**src/rtl/sst_pkg.sv**
```systemverilog
package sst_pkg;
  parameter int DATA_W = 8;
  localparam int FRAME_W = DATA_W + 1;
  localparam int CNT_W = $clog2(FRAME_W + 1);

  typedef struct packed {
    logic             ninth;
    logic [DATA_W-1:0] data;
  } tx_word_t;
endpackage

```
**src/rtl/sst_clk_sync.sv**
```systemverilog
module sst_clk_sync #(
  parameter int STAGES = 2
) (
  input  logic clk,
  input  logic rst_n,
  input  logic sclk_in,
  output logic fall
);
  logic [STAGES:0] chain_q, chain_d;

  always_comb begin
    chain_d = {chain_q[STAGES-1:0], sclk_in};
  end

  always_ff @(posedge clk or negedge rst_n) begin
    if (!rst_n) chain_q <= '0;
    else        chain_q <= chain_d;
  end

  // previous synchronized level high, current low
  assign fall = chain_q[STAGES] & ~chain_q[STAGES-1];
endmodule

```
**src/rtl/sst_holding.sv**
```systemverilog
module sst_holding
  import sst_pkg::*;
(
  input  logic              clk,
  input  logic              rst_n,
  input  logic              active,
  input  logic              wr_en,
  input  logic [DATA_W-1:0] wr_data,
  input  logic              wr_ninth,
  input  logic              take,
  output logic              full,
  output tx_word_t          word
);
  logic     full_d;
  logic     cap_en;
  tx_word_t word_d;

  assign cap_en = active & wr_en & ~full;

  always_comb begin
    full_d = full;
    word_d = word;
    if (!active) begin
      full_d = 1'b0;
    end else if (take) begin
      full_d = 1'b0;
    end else if (cap_en) begin
      full_d = 1'b1;
      word_d = '{ninth: wr_ninth, data: wr_data};
    end
  end

  always_ff @(posedge clk or negedge rst_n) begin
    if (!rst_n) begin
      full <= 1'b0;
      word <= '0;
    end else begin
      full <= full_d;
      word <= word_d;
    end
  end

  // a held word remains until it is taken or the port drops out
  p_hold_kept_r4: assert property (@(posedge clk) disable iff (!rst_n)
    (full && !take && active) |=> full);
  // a write into a full register does not replace the held word
  p_full_write_dropped_r11: assert property (@(posedge clk) disable iff (!rst_n)
    (full && !take && active && wr_en) |=> $stable(word));
endmodule

```
**src/rtl/sst_shifter.sv**
```systemverilog
module sst_shifter
  import sst_pkg::*;
(
  input  logic     clk,
  input  logic     rst_n,
  input  logic     active,
  input  logic     load,
  input  tx_word_t load_word,
  input  logic     nine_mode,
  input  logic     fall,
  output logic     empty,
  output logic     done,
  output logic     txd
);
  logic [FRAME_W-1:0] sh_q, sh_d;
  logic [CNT_W-1:0]   cnt_q, cnt_d;
  logic               nine_q, nine_d;
  logic               empty_d;
  logic [CNT_W-1:0]   last_idx;

  assign last_idx = nine_q ? CNT_W'(DATA_W) : CNT_W'(DATA_W - 1);
  assign done     = active & fall & ~empty & (cnt_q == last_idx);

  always_comb begin
    sh_d    = sh_q;
    cnt_d   = cnt_q;
    nine_d  = nine_q;
    empty_d = empty;
    if (!active) begin
      sh_d    = '1;
      cnt_d   = '0;
      empty_d = 1'b1;
    end else if (load) begin
      sh_d    = load_word;
      cnt_d   = '0;
      nine_d  = nine_mode;
      empty_d = 1'b0;
    end else if (fall && !empty) begin
      if (done) begin
        sh_d    = '1;
        cnt_d   = '0;
        empty_d = 1'b1;
      end else begin
        sh_d  = {1'b1, sh_q[FRAME_W-1:1]};
        cnt_d = cnt_q + 1'b1;
      end
    end
  end

  always_ff @(posedge clk or negedge rst_n) begin
    if (!rst_n) begin
      sh_q   <= '1;
      cnt_q  <= '0;
      nine_q <= 1'b0;
      empty  <= 1'b1;
    end else begin
      sh_q   <= sh_d;
      cnt_q  <= cnt_d;
      nine_q <= nine_d;
      empty  <= empty_d;
    end
  end

  assign txd = sh_q[0];

  p_load_busy_r3: assert property (@(posedge clk) disable iff (!rst_n)
    (load && active) |=> (!empty || !active));
  p_hold_between_edges_r6: assert property (@(posedge clk) disable iff (!rst_n)
    (active && !load && !fall) |=> $stable(txd));
  p_idle_high_r9: assert property (@(posedge clk) disable iff (!rst_n)
    empty |-> txd);
endmodule

```
**src/rtl/sync_slave_tx.sv**
```systemverilog
module sync_slave_tx
  import sst_pkg::*;
#(
  parameter int SYNC_STAGES = 2
) (
  input  logic              clk,
  input  logic              rst_n,
  input  logic              sync_sel,
  input  logic              port_en,
  input  logic              tx_en,
  input  logic              clk_src_master,
  input  logic              nine_sel,
  input  logic              irq_en,
  input  logic              wr_en,
  input  logic [DATA_W-1:0] wr_data,
  input  logic              wr_ninth,
  input  logic              sclk_in,
  output logic              txd_out,
  output logic              buf_empty,
  output logic              shreg_empty,
  output logic              irq
);
  logic     active;
  logic     fall;
  logic     hold_full;
  tx_word_t hold_word;
  logic     sh_empty;
  logic     sh_done;
  logic     take;
  tx_word_t load_word;

  assign active = sync_sel & port_en & tx_en & ~clk_src_master;

  sst_clk_sync #(.STAGES(SYNC_STAGES)) u_sync (
    .clk     (clk),
    .rst_n   (rst_n),
    .sclk_in (sclk_in),
    .fall    (fall)
  );

  sst_holding u_hold (
    .clk      (clk),
    .rst_n    (rst_n),
    .active   (active),
    .wr_en    (wr_en),
    .wr_data  (wr_data),
    .wr_ninth (wr_ninth),
    .take     (take),
    .full     (hold_full),
    .word     (hold_word)
  );

  // hand-off: into an idle shifter at once, otherwise on the final edge
  assign take = active & hold_full & (sh_empty | sh_done);

  always_comb begin
    load_word = hold_word;
    if (!nine_sel) load_word.ninth = 1'b1;
  end

  sst_shifter u_shift (
    .clk       (clk),
    .rst_n     (rst_n),
    .active    (active),
    .load      (take),
    .load_word (load_word),
    .nine_mode (nine_sel),
    .fall      (fall),
    .empty     (sh_empty),
    .done      (sh_done),
    .txd       (txd_out)
  );

  assign buf_empty   = ~hold_full;
  assign shreg_empty = sh_empty;
  assign irq         = buf_empty & irq_en;

  p_flag_on_handoff_r5: assert property (@(posedge clk) disable iff (!rst_n)
    ($rose(buf_empty) && active && $past(active)) |-> $past(take));
  p_inactive_idle_r2: assert property (@(posedge clk) disable iff (!rst_n)
    !active |=> (shreg_empty && buf_empty && txd_out));
  p_abort_r10: assert property (@(posedge clk) disable iff (!rst_n)
    $fell(tx_en) |=> (shreg_empty && buf_empty));
  p_shift_needs_edge_r6: assert property (@(posedge clk) disable iff (!rst_n)
    (!shreg_empty && !fall && active && $past(active)) |-> !$fell(shreg_empty) || $past(take));
endmodule

```
**config.mk**
```make
export PLATFORM = sky130hd
export DESIGN_NAME = sync_slave_tx
export DESIGN_NICKNAME = d
export VERILOG_FILES = /design/src/rtl/sst_pkg.sv /design/src/rtl/sst_clk_sync.sv /design/src/rtl/sst_holding.sv /design/src/rtl/sst_shifter.sv /design/src/rtl/sync_slave_tx.sv
export SDC_FILE = /design/constraint.sdc
export NUM_CORES = 1
export LEC_CHECK = 0
export ABC_AREA = 1
export BUFFER_PORTS_ARGS = -buffer_cell sky130_fd_sc_hd__buf_4
export CAP_MARGIN = 20
export CORE_ASPECT_RATIO = 1.5
export CORE_MARGIN = 5
export CORE_UTILIZATION = 35
export CTS_CLUSTER_SIZE = 28
export DETAILED_ROUTE_END_ITERATION = 8
export PLACE_DENSITY = 0.56
export SKIP_CTS_REPAIR_TIMING = 1
export SYNTH_ARGS = -nofsm -noshare
export SYNTH_HDL_FRONTEND = slang
export SYNTH_SLANG_ARGS = --single-unit
```
**constraint.sdc**
```tcl
create_clock -name clk -period 1.43 [get_ports clk]
set_input_delay 0.143 -clock clk [delete_from_list [all_inputs] [get_ports clk]]
set_output_delay 0.143 -clock clk [all_outputs]
set_load 0.1 [all_outputs]
```
==> summary by stage, run 1 <==
Synth
The share of the Yosys chip area taken by registers is between 40 and 50%. Synthesis inferred 28 register bits. The synthesized cell area is 0.00144 sq mm.

The number of nets handed over by synthesis was roughly 190. The number of library cell types mapped by synthesis is 25. During synthesis, Yosys emitted a total of 0 warnings. The synthesized netlist cell count is approximately 170.

Dividing the synthesized area by the synthesized cell count gives between 8 and 9 sq um.

Finish
The layout overhead on the synthesized area is 27.8%. The library cells used most frequently in the layout, excluding fill and tap cells, are 34 x nand2_1, 28 x buf_4, 25 x inv_1. The fraction of the core area covered by cells at the end of the flow is between 40% and 50%. The final antenna diode count is 0. The library cell used most frequently in the layout, excluding fill and tap cells, is nand2_1. The multi-input combinational cell area is roughly 610 sq um. The fill cell instance count of the final layout is between 300 and 400.

The post-layout net count is between 200 and 250. The register area is 717 sq um. The share of layout cells above drive strength 1 is between 30 and 40%.

Detailed routing
The post-detailed-route count of antenna-violating nets is 0. The DRC violation count after routing is 0. The number of design-rule violations left by the first detailed-router iteration is 18. In the routed layout, each cell is associated on average with a via count of 4.60. The average wire per cell in the routed design is between 10 and 15 microns.

The first-pass iteration count of the detailed router is 3. The total vias in the final route is 1132. The post-detailed-routing wire length is 2940 microns.

Power and ir drop
The static leakage is 0.925 nW. The combinational cell fraction of total power is 13.3%. Sequential cells burn around three fifths of the power.

The peak supply drop is roughly 0.55 mV. The net switching power is ~370 uW. The power density relative to cell area is 817 mW/mm^2.

Cell internal power was estimated by the tool at roughly 1.1 mW. In this run, the clock network consumes between 20% and 30% of the power. The switching power share of the total is between 20% and 30%.

Outcome
The flow ran to the end, and the final reports show no timing, DRC or antenna violations.

Clock tree
Clock-pin slew was measured on the worst setup and hold paths at ~0.090 ns. Clock tree synthesis selected as its root buffer the cell clkbuf_8. The total number of clock tree sinks is 28. The buffer depth of the longest clock path is 2.

The total clock buffers created by CTS is 3. The clock latency on the worst-skew pair is approximately 0.27 ns. The H-tree depth reported by CTS is 1. TritonCTS built the clock tree.

Timing
For the final routed database, the setup TNS stands at 0 ns. The clock tree skew after final layout is approximately 0.0054 ns. The clock period minus worst slack is 1.41 ns. The headroom to the max-slew limit is roughly 76%. The highest clock rate is 711 MHz. The final hold violation count is 0. The final count of pins violating max slew is 0.

For the pin with the worst max-slew slack, the measured transition is between 0.3 and 0.4 ns. The period utilization is between 90% and 100%. Setup repair after global routing could not meet its margin everywhere. Setup violations remaining at the end of the flow were counted as 0.

Hold path
The worst hold path belongs to the class input port to flop.

Setup path
The combined buffer and inverter count along the critical path is 2. The worst setup path is captured at a flop. The type of origin of the critical path is a flop.

The delay of the slowest cell on the worst path is about 0.66 ns. At the worst endpoint, the required time is 1.65 ns. The family of cells with the greatest summed delay on the critical path is flip-flops.

The slowest stage of the critical path belongs to the cell dfstp_4. Of all nets on the critical path, the largest fanout is 8. Traced cell by cell, the critical path runs through inv_8, nand2_8, nor2_4, nand2_4, nand2_4, buf_4, nand3_1, nand3_1, nand2_1.

The critical path start-end classification is flop to flop. At the worst endpoint, the arrival time is 1.62 ns.

Global route
The via count of the first global-routing pass is roughly 1200. The initial antenna violation count came to 0. Global routing used 11.5% of the available tracks across all layers. The leftover overflow at the end of global routing is 0. The first global-routing pass estimated 5170 microns of wire. Entering global routing, the biggest net connects 29 pins.

Job
The tool flagged a number of max-cap violations equal to 0.

Die
The die span in x is 62.4 microns. In this run the count of I/O pins placed on the die edge is 23. The cell row count is 28. The starting density of the core is roughly 36%. The core area is 0.00396 sq mm. The die covers between 0.005 and 0.006 sq mm.

The floorplan step set the die height to about 89 microns.

Place
The number of buffers added on ports is 22. The HPWL after detailed placement is ~2300 microns. The final weighted congestion in routability-driven placement is roughly 0.8.
## kinds of logic after synthesis
| family | share of synthesized area, % |
|---|---|
| buffers and inverters | 10.4 |
| flip-flops | 49.4 |
| AO/OA/AOI/OAI | 9.45 |
| adder cells (fa/ha/maj) | 0.867 |
| XOR/XNOR | 1.21 |
| AND/OR/NAND/NOR | 28.6 |
## layer usage
layer	global-route usage (%)	wire, microns
met2	22.2	1590
met4	4.63	46
met1	12.7	1250
met3	1.65	53
met5	0	0
## worst paths after layout
check                      slack, ns               from  cells after the start                end
setup / recovery                0.02      u_shift.empty                      9    u_shift.sh_q[1]
setup reg to reg                0.02      u_shift.empty                      9    u_shift.sh_q[1]
max in group asynchronous       0.80              rst_n                      2    u_shift.sh_q[4]
hold / removal                  0.11           nine_sel                      3     u_shift.nine_q
min in group asynchronous       0.32              rst_n                      2     u_hold.word[8]
hold reg to reg                 0.36  u_sync.chain_q[0]                      0  u_sync.chain_q[1]
## state kept, by name, summed over array words and instances, names as in the netlist
register / flops
u_shift.sh_q: 9
u_shift.nine_q: 1
u_hold.full: 1
u_hold.word: 9
u_sync.chain_q: 3
u_shift.cnt_q: 4
u_shift.empty: 1
## area by class of cell
| class | count | area share, % |
|---|---|---|
| multi-input combinational | 105 | 33.3 |
| tap | 45 | 3.05 |
| clock buffer | 4 | 2.44 |
| sequential | 28 | 38.9 |
| inverter | 29 | 6.31 |
| timing repair buffer | 35 | 16.0 |
## synth_stat cells
master | n | area (sq um)
nand2_4 | 1 | 11.3
o21a_1 | 1 | 7.51
nand4_1 | 1 | 6.26
nor2_1 | 17 | 63.8
nand3_4 | 1 | 17.5
a21oi_1 | 9 | 45.0
inv_4 | 1 | 6.26
inv_1 | 25 | 93.8
inv_2 | 3 | 11.3
o22ai_1 | 1 | 6.26
nand3_1 | 20 | 100
o21ai_0 | 1 | 5.00
dfstp_2 | 10 | 263
xor2_1 | 2 | 17.5
buf_6 | 3 | 33.8
nand2_1 | 34 | 128
buf_2 | 1 | 5.00
o2111ai_1 | 5 | 43.8
nor2_4 | 3 | 33.8
nand4_4 | 1 | 21.3
dfrtp_1 | 18 | 450
o211ai_4 | 1 | 21.3
o31ai_1 | 1 | 7.51
nand2_2 | 5 | 31.3
ha_1 | 1 | 12.5
## stage by stage
step | worst slack, ns | total power [mW] | cell area [sq um] | cells | hold WS (ns)
after floorplan | -0.102 | 1.01 | 1460 | 166 | -0.153
after global placement | 0.0239 | 1.09 | 1700 | 236 | 0.0782
after detailed placement | -0.0302 | 1.09 | 1700 | 236 | 0.0827
after CTS | -0.0505 | 1.53 | 1740 | 240 | -0.219
after global routing | -0.0465 | 1.60 | 1840 | 246 | 0.109
final | 0.0231 | 1.50 | 1840 | 246 | 0.109
## worst min-delay path, stage by stage
cell and delay, ns:
buf_4 0.08, nand3_1 0.06, nand2_1 0.06
## power groups by stage
stage                     sequential (mW)  combinational (mW)  clock [mW]
after floorplan                     0.897               0.108           0
after global placement              0.892               0.196           0
after detailed placement            0.895               0.199           0
after CTS                           0.880               0.200       0.447
after global routing                0.887               0.228       0.485
final                               0.879               0.200       0.426
Note: power is estimated with default switching activity, not from simulation.
==> run 2, diff against run 1 <==
--- a/config.mk
+++ b/config.mk
@@ -13,6 +13,7 @@
 export CORE_UTILIZATION = 35
 export CTS_CLUSTER_SIZE = 28
 export DETAILED_ROUTE_END_ITERATION = 8
+export HOLD_SLACK_MARGIN = 0.02
 export PLACE_DENSITY = 0.56
 export SKIP_CTS_REPAIR_TIMING = 1
 export SYNTH_ARGS = -nofsm -noshare
==> constraint.sdc (replaced) <==
create_clock -name clk -period 1.6 [get_ports clk]
set_input_delay 0.16 -clock clk [delete_from_list [all_inputs] [get_ports clk]]
set_output_delay 0.16 -clock clk [all_outputs]
set_load 0.1 [all_outputs]
==> summary by stage, run 2 (synthesized netlist as in run 1, its figures left out) <==
Finish
The leading cell type in the layout, fill and taps excluded is nand2_1. The count of placed standard cells in the final layout, fillers left out is 238 (-3.3%). In the layout the commonest cells are 34 x nand2_1, 25 x inv_1, 24 x buf_4. Compared with the post-synthesis result, the final layout area differs by 20.2%. The final antenna diode count is 0 (unchanged). The fraction of the core area covered by cells at the end of the flow is 43.8% (-2.7 points). The share of layout cells above drive strength 1 is 29.5% (-2.8 points). The largest registers in the layout are u_hold.word: 9 flops, u_shift.sh_q: 9 flops, u_shift.cnt_q: 4 flops. The post-layout net count is 214 (-3.6%).

Timing
The clock tree skew after final layout was 0.00416 ns (-0.00127 ns). The headroom to the max-slew limit came to 76.4% (+0.17 points). The count of endpoints failing setup in the final report came to 0 (unchanged). Setup repair after global routing could not meet its margin everywhere. The period utilization is 93.9% (-4.5 points). The clock period minus worst slack came to 1.50 ns (+0.0960 ns).

The slew at the pin closest to its max-slew limit was 0.355 ns (-0.00259 ns). The final count of pins violating max slew is 0 (unchanged). The highest clock rate is 665 MHz (-6.4%). The final hold violation count is 0 (unchanged).

Global route
The leftover overflow at the end of global routing was 0 (unchanged). The first-pass GRT wire length is 5220 microns (+1.1%). The initial antenna violation count is 0 (unchanged). The maximum number of pins on one net before global-route repair is 29 (unchanged). The via count of the first global-routing pass was 1232 (+4.6%).

The combined global-route utilization of all metal layers is 11.6% (+0.10 points).

Place
The number of buffers added on ports is 22 (unchanged). The post-placement cell count is 232 (-1.7%). The placed wire-length estimate is 2230 microns (-0.94%). The final weighted congestion in routability-driven placement is 0.796 (-0.81%).

Detailed routing
The total vias in the final route is 1142 (+0.88%). The average wire per cell in the routed design is 12.3 microns (+2.6%). The number of design-rule violations left by the first detailed-router iteration is 24 (+6).

The number of vias per cell is 4.80 (+4.3%). The met1 layer wirelength in the final routing was 1210 microns (-3.4%). The post-detailed-routing wire length is 2920 microns (-0.71%).

The DRC violation count after routing is 0 (unchanged). The first-pass iteration count of the detailed router is 4 (+1). The detailed-routed wire length on met2 came to 1580 microns (-0.63%). Routed signal wires occupy layers up through met4. The sum of met3 wire segment lengths after detailed routing came to 74 microns (+40%). The post-detailed-route count of antenna-violating nets was 0 (unchanged).

Die
The starting density of the core is 36.4% (unchanged). The die height came to 88.6 microns (unchanged). The core area is 0.00396 sq mm (unchanged). The area of the die is 0.00553 sq mm (unchanged). The cell row count is 28 (unchanged). The total I/O pin count was 23 (unchanged). The die span in x is 62.4 microns (unchanged).

Setup path
The critical path required time was 1.83 ns (+0.18 ns). The worst setup path is launched from a flop. The arrival time at the worst endpoint is 1.73 ns (+0.11 ns). The register-to-register setup slack is 0.1 ns (+0.07 ns). The critical-path maximum fanout is 8 (unchanged).

The slowest library cell on the worst path is dfstp_4. The total stage count of the critical path was 9 (unchanged). The delay of the slowest cell on the worst path came to 0.65 ns (about the same). The critical path start-end classification is flop to flop. Walking the worst path, the cells encountered are inv_4, nand2_4, nor2_4, nand2_2, nand2_2, buf_4, nand3_1, nand3_1, nand2_1.

The number of cells on the worst reg-to-reg path is 9 (unchanged). The combined buffer and inverter count along the critical path is 2 (unchanged). The family of cells with the greatest summed delay on the critical path is flip-flops. The sort of element at the end of the critical path is a flop.

Outcome
The flow ran to the end, and the final reports show no timing, DRC or antenna violations.

Power and ir drop
The static leakage was 0.872 nW (-5.8%). The peak supply drop is 0.540 mV (-1.1%). The power density relative to cell area is 810 mW/mm^2 (-0.79%).

The total power is 1.40 mW (-6.7%).

Hold path
The tightest min-delay check is of the input port to flop type. The cell depth of the worst hold path is 3 (unchanged).

Clock tree
The H-tree depth reported by CTS came to 1 (unchanged). The TritonCTS clock tree is done. The buffer depth of the longest clock path is 2 (unchanged). The clock transition at the registers of the reported paths is 0.09 ns (about the same). The total number of clock tree sinks is 28 (unchanged). The cell sitting at the root of the clock tree is a clkbuf_8. The total clock buffers created by CTS is 3 (unchanged). The clock latency on the worst-skew pair is 0.28 ns (about the same).

Job
The count of maximum capacitance violations is 0 (unchanged).
==> run 2: path summary, 6_finish.rpt <==
kind	start	end
setup / recovery	u_shift.empty	u_shift.sh_q[0]
max in group asynchronous	rst_n	u_shift.sh_q[1]
hold / removal	wr_data[4]	u_hold.word[4]
hold reg to reg	u_sync.chain_q[0]	u_sync.chain_q[1]
setup reg to reg	u_shift.empty	u_shift.sh_q[0]
min in group asynchronous	rst_n	u_shift.cnt_q[1]
==> run 2: area by class of cell <==
class	count	area, sq um
Timing Repair Buffer	27	211
Sequential cell	28	718
Tap cell	45	56.3
Clock buffer	4	55.1
Inverter	29	111
Multi-Input combinational cell	105	582
Fill cell	436	2220
==> run 2: worst reg2reg max path: cells and delay by family, from the launching register on <==
kind	cells	cell delay, ns
buffers and inverters	2	0.24
AND/OR/NAND/NOR	7	0.57
flip-flops	1	0.65
==> run 2: per-layer routing <==
layer  vias to the layer above  track usage, %
li1                        582               -
met1                       541            12.6
met2                        14            22.4
met3                         5            1.65
met4                         0            5.21
met5                         -               0
==> run 2: stage by stage <==
stage / TNS (ns) / setup slack, ns / area, sq um / hold WS (ns)
CTS: 0 / 0.0934 / 1710 / -0.204
global route: -0.0177 / -0.00872 / 1730 / 0.117
floorplan: 0 / 0.0135 / 1450 / -0.136
global placement: 0 / 0.137 / 1650 / 0.0982
finish: 0 / 0.0971 / 1730 / 0.119
detailed placement: 0 / 0.117 / 1650 / 0.107
==> run 2: report_power, final <==
| part | switching [mW] | leakage (nW) | total (mW) | internal [mW] |
|---|---|---|---|---|
| registers | 0.0166 | 0.316 | 0.785 | 0.769 |
| logic | 0.108 | 0.527 | 0.177 | 0.0693 |
| clock network | 0.222 | 0.0288 | 0.443 | 0.221 |
==> run 3, diff against run 2 <==
--- a/config.mk
+++ b/config.mk
@@ -10,11 +10,12 @@
 export CAP_MARGIN = 20
 export CORE_ASPECT_RATIO = 1.5
 export CORE_MARGIN = 5
-export CORE_UTILIZATION = 35
+export CORE_UTILIZATION = 55
 export CTS_CLUSTER_SIZE = 28
 export DETAILED_ROUTE_END_ITERATION = 8
 export HOLD_SLACK_MARGIN = 0.02
-export PLACE_DENSITY = 0.56
+export PLACE_DENSITY = 0.8
+export SETUP_SLACK_MARGIN = 0.1
 export SKIP_CTS_REPAIR_TIMING = 1
 export SYNTH_ARGS = -nofsm -noshare
 export SYNTH_HDL_FRONTEND = slang
==> summary by stage, run 3 (synthesized netlist as in run 1, its figures left out) <==
Setup path
The worst setup path startpoint is u_shift.empty. The critical path required time is 1.90 ns (+0.07 ns). The worst reg2reg path endpoint is u_shift.sh_q[1]. The register-to-register setup slack is 0.09 ns (about the same). The signal on the critical path passes through inv_8, o211ai_4, buf_4, buf_4, nand3_1, nand2_1. The cell that appears most often on the critical path is buf_4.

STA classifies the critical path endpoint as a flop. The worst setup path is launched from a flop. The delay of the slowest cell on the worst path is 0.68 ns (+0.03 ns).

The arrival time at the worst endpoint was 1.80 ns (+0.07 ns). The worst flop-to-flop path startpoint is u_shift.empty. The critical path start-end classification is flop to flop. The worst setup path endpoint is u_shift.sh_q[1]. The critical-path maximum fanout is 8 (unchanged). The number of cells on the worst reg-to-reg path is 6 (-3). Among all stages on the critical path, the largest delay is contributed by dfstp_4.

Detailed routing
The average wire per cell in the routed design is 13.9 microns (+14%). The post-detailed-route count of antenna-violating nets was 0 (unchanged). The number of vias per cell came to 5.43 (+13%). The total vias in the final route was 1206 (+5.6%). The first-pass iteration count of the detailed router is 4 (unchanged).

The DRC violation count after routing is 0 (unchanged). The number of design-rule violations left by the first detailed-router iteration is 45 (+88%). The post-detailed-routing wire length came to 3100 microns (+6.0%).

Finish
The largest registers in the layout are u_hold.word: 9 flops, u_shift.sh_q: 9 flops, u_shift.cnt_q: 4 flops. The layout overhead on the synthesized area is 22.9%. Leaving out fill and tap cells, the most frequent cell in the layout is nand2_1. The count of placed standard cells in the final layout, fillers left out was 222 (-6.7%). In the layout the commonest cells are 34 x nand2_1, 26 x buf_4, 25 x inv_1. The post-layout net count came to 219 (+2.3%). The share of layout cells above drive strength 1 is 32.3% (+2.8 points).

The final antenna diode count is 0 (unchanged).

Clock tree
The H-tree depth reported by CTS was 1 (unchanged). The total clock buffers created by CTS is 3 (unchanged). The total number of clock tree sinks is 28 (unchanged). The clock latency on the worst-skew pair is 0.34 ns (+0.06 ns). TritonCTS built the clock tree. The clock transition at the registers of the reported paths came to 0.15 ns (+0.06 ns).

The buffer depth of the longest clock path is 2 (unchanged). CTS placed an instance of clkbuf_4 at the clock tree root.

Timing
The count of endpoints failing setup in the final report is 0 (unchanged). The setup TNS is 0 ns (unchanged). The final hold violation count was 0 (unchanged). The final count of pins violating max slew is 0 (unchanged). The highest clock rate is 663 MHz (-0.38%). The clock period minus worst slack is 1.51 ns (+0.00572 ns). Setup repair after global routing could not meet its margin everywhere. The slew at the pin closest to its max-slew limit came to 0.351 ns (-0.00348 ns).

The clock tree skew after final layout is 0.00457 ns (+0.000417 ns). The period utilization is 94.3% (+0.36 points). The tightest hold margin is 0.0591 ns (-0.0596 ns). The headroom to the max-slew limit is 76.6% (+0.23 points).

Outcome
The run finished with clean final reports.

Job
The count of maximum capacitance violations came to 0 (unchanged).

Place
The post-placement cell count is 211 (-9.1%). The number of buffers added on ports came to 22 (unchanged). The placed wire-length estimate came to 2150 microns (-3.8%). The final weighted congestion in routability-driven placement is 0.814 (+2.2%).

Global route
The maximum number of pins on one net before global-route repair is 29 (unchanged). The leftover overflow at the end of global routing is 0 (unchanged). The combined global-route utilization of all metal layers is 17.0% (+5.4 points).

The via count of the first global-routing pass came to 1187 (-3.7%). The initial antenna violation count is 0 (unchanged). The first-pass GRT wire length was 4960 microns (-5.0%).

Die
The starting density of the core is 58.2% (+22 points). The total I/O pin count is 23 (unchanged). The die height came to 72.7 microns (-18%). The die span in x is 51.8 microns (-17%). The cell row count is 22 (-21%). The area of the die was 0.00377 sq mm (-32%).

The core area is 0.00248 sq mm (-37%).

Power and ir drop
The static leakage is 0.897 nW (+2.9%). The power density relative to cell area is 749 mW/mm^2 (-7.5%). The peak supply drop is 0.691 mV (+28%).

Hold path
The worst hold-check path type is input port to flop.
## run 3: power by group
| part | total [mW] | internal [mW] | switching [mW] | leakage [nW] |
|---|---|---|---|---|
| Sequential | 0.787 | 0.769 | 0.0178 | 0.316 |
| Combinational | 0.185 | 0.0729 | 0.112 | 0.560 |
| Clock | 0.356 | 0.140 | 0.216 | 0.0210 |
| Total | 1.33 | 0.982 | 0.346 | 0.897 |
## run 3: metal layers
layer	global-route usage, %	share of wire [%]	vias up
li1	-	-	592
met1	18.8	39	572
met2	31.9	56	36
met3	2.66	4.2	6
met4	6.12	1.6	0
met5	0	0	-
## run 3: critical path: cells and delay by family (launching register included)
family | cells | cell delay (ns)
AOI/OAI and AO/OA | 1 | 0.29
buffers and inverters | 3 | 0.35
DFF | 1 | 0.68
and+or+nand+nor | 2 | 0.13
## run 3: final cells by class
class	count	area [sq um]
clock buffers	4	36.3
multi-input cells	105	616
fillers	190	704
inverters	29	119
repair buffers	32	254
flip-flops and latches	28	718
well taps	24	30.0
## run 3: worst min path at each step
stage               start               end  slack (ns)  cells past startpoint
2_1_floorplan       rst_n       u_hold.full       -0.14                      0
3_3_place_gp        rst_n    u_shift.nine_q        0.09                      1
3_5_place_dp        rst_n  u_shift.cnt_q[3]         0.1                      1
4_1_cts             rst_n  u_shift.cnt_q[3]       -0.29                      1
5_1_grt          wr_ninth    u_hold.word[8]        0.06                      3
6_report       wr_data[3]    u_hold.word[3]        0.06                      3
## run 3: stage by stage
stage	total power [mW]	util (%)	area, sq um	worst slack (ns)
floorplan	0.898	-	1460	0.0678
global placement	0.969	66.3	1640	0.186
detailed placement	0.976	66.3	1640	0.148
CTS	1.32	67.7	1680	0.0966
global route	1.39	71.6	1770	0.0399
finish	1.33	71.6	1770	0.0914
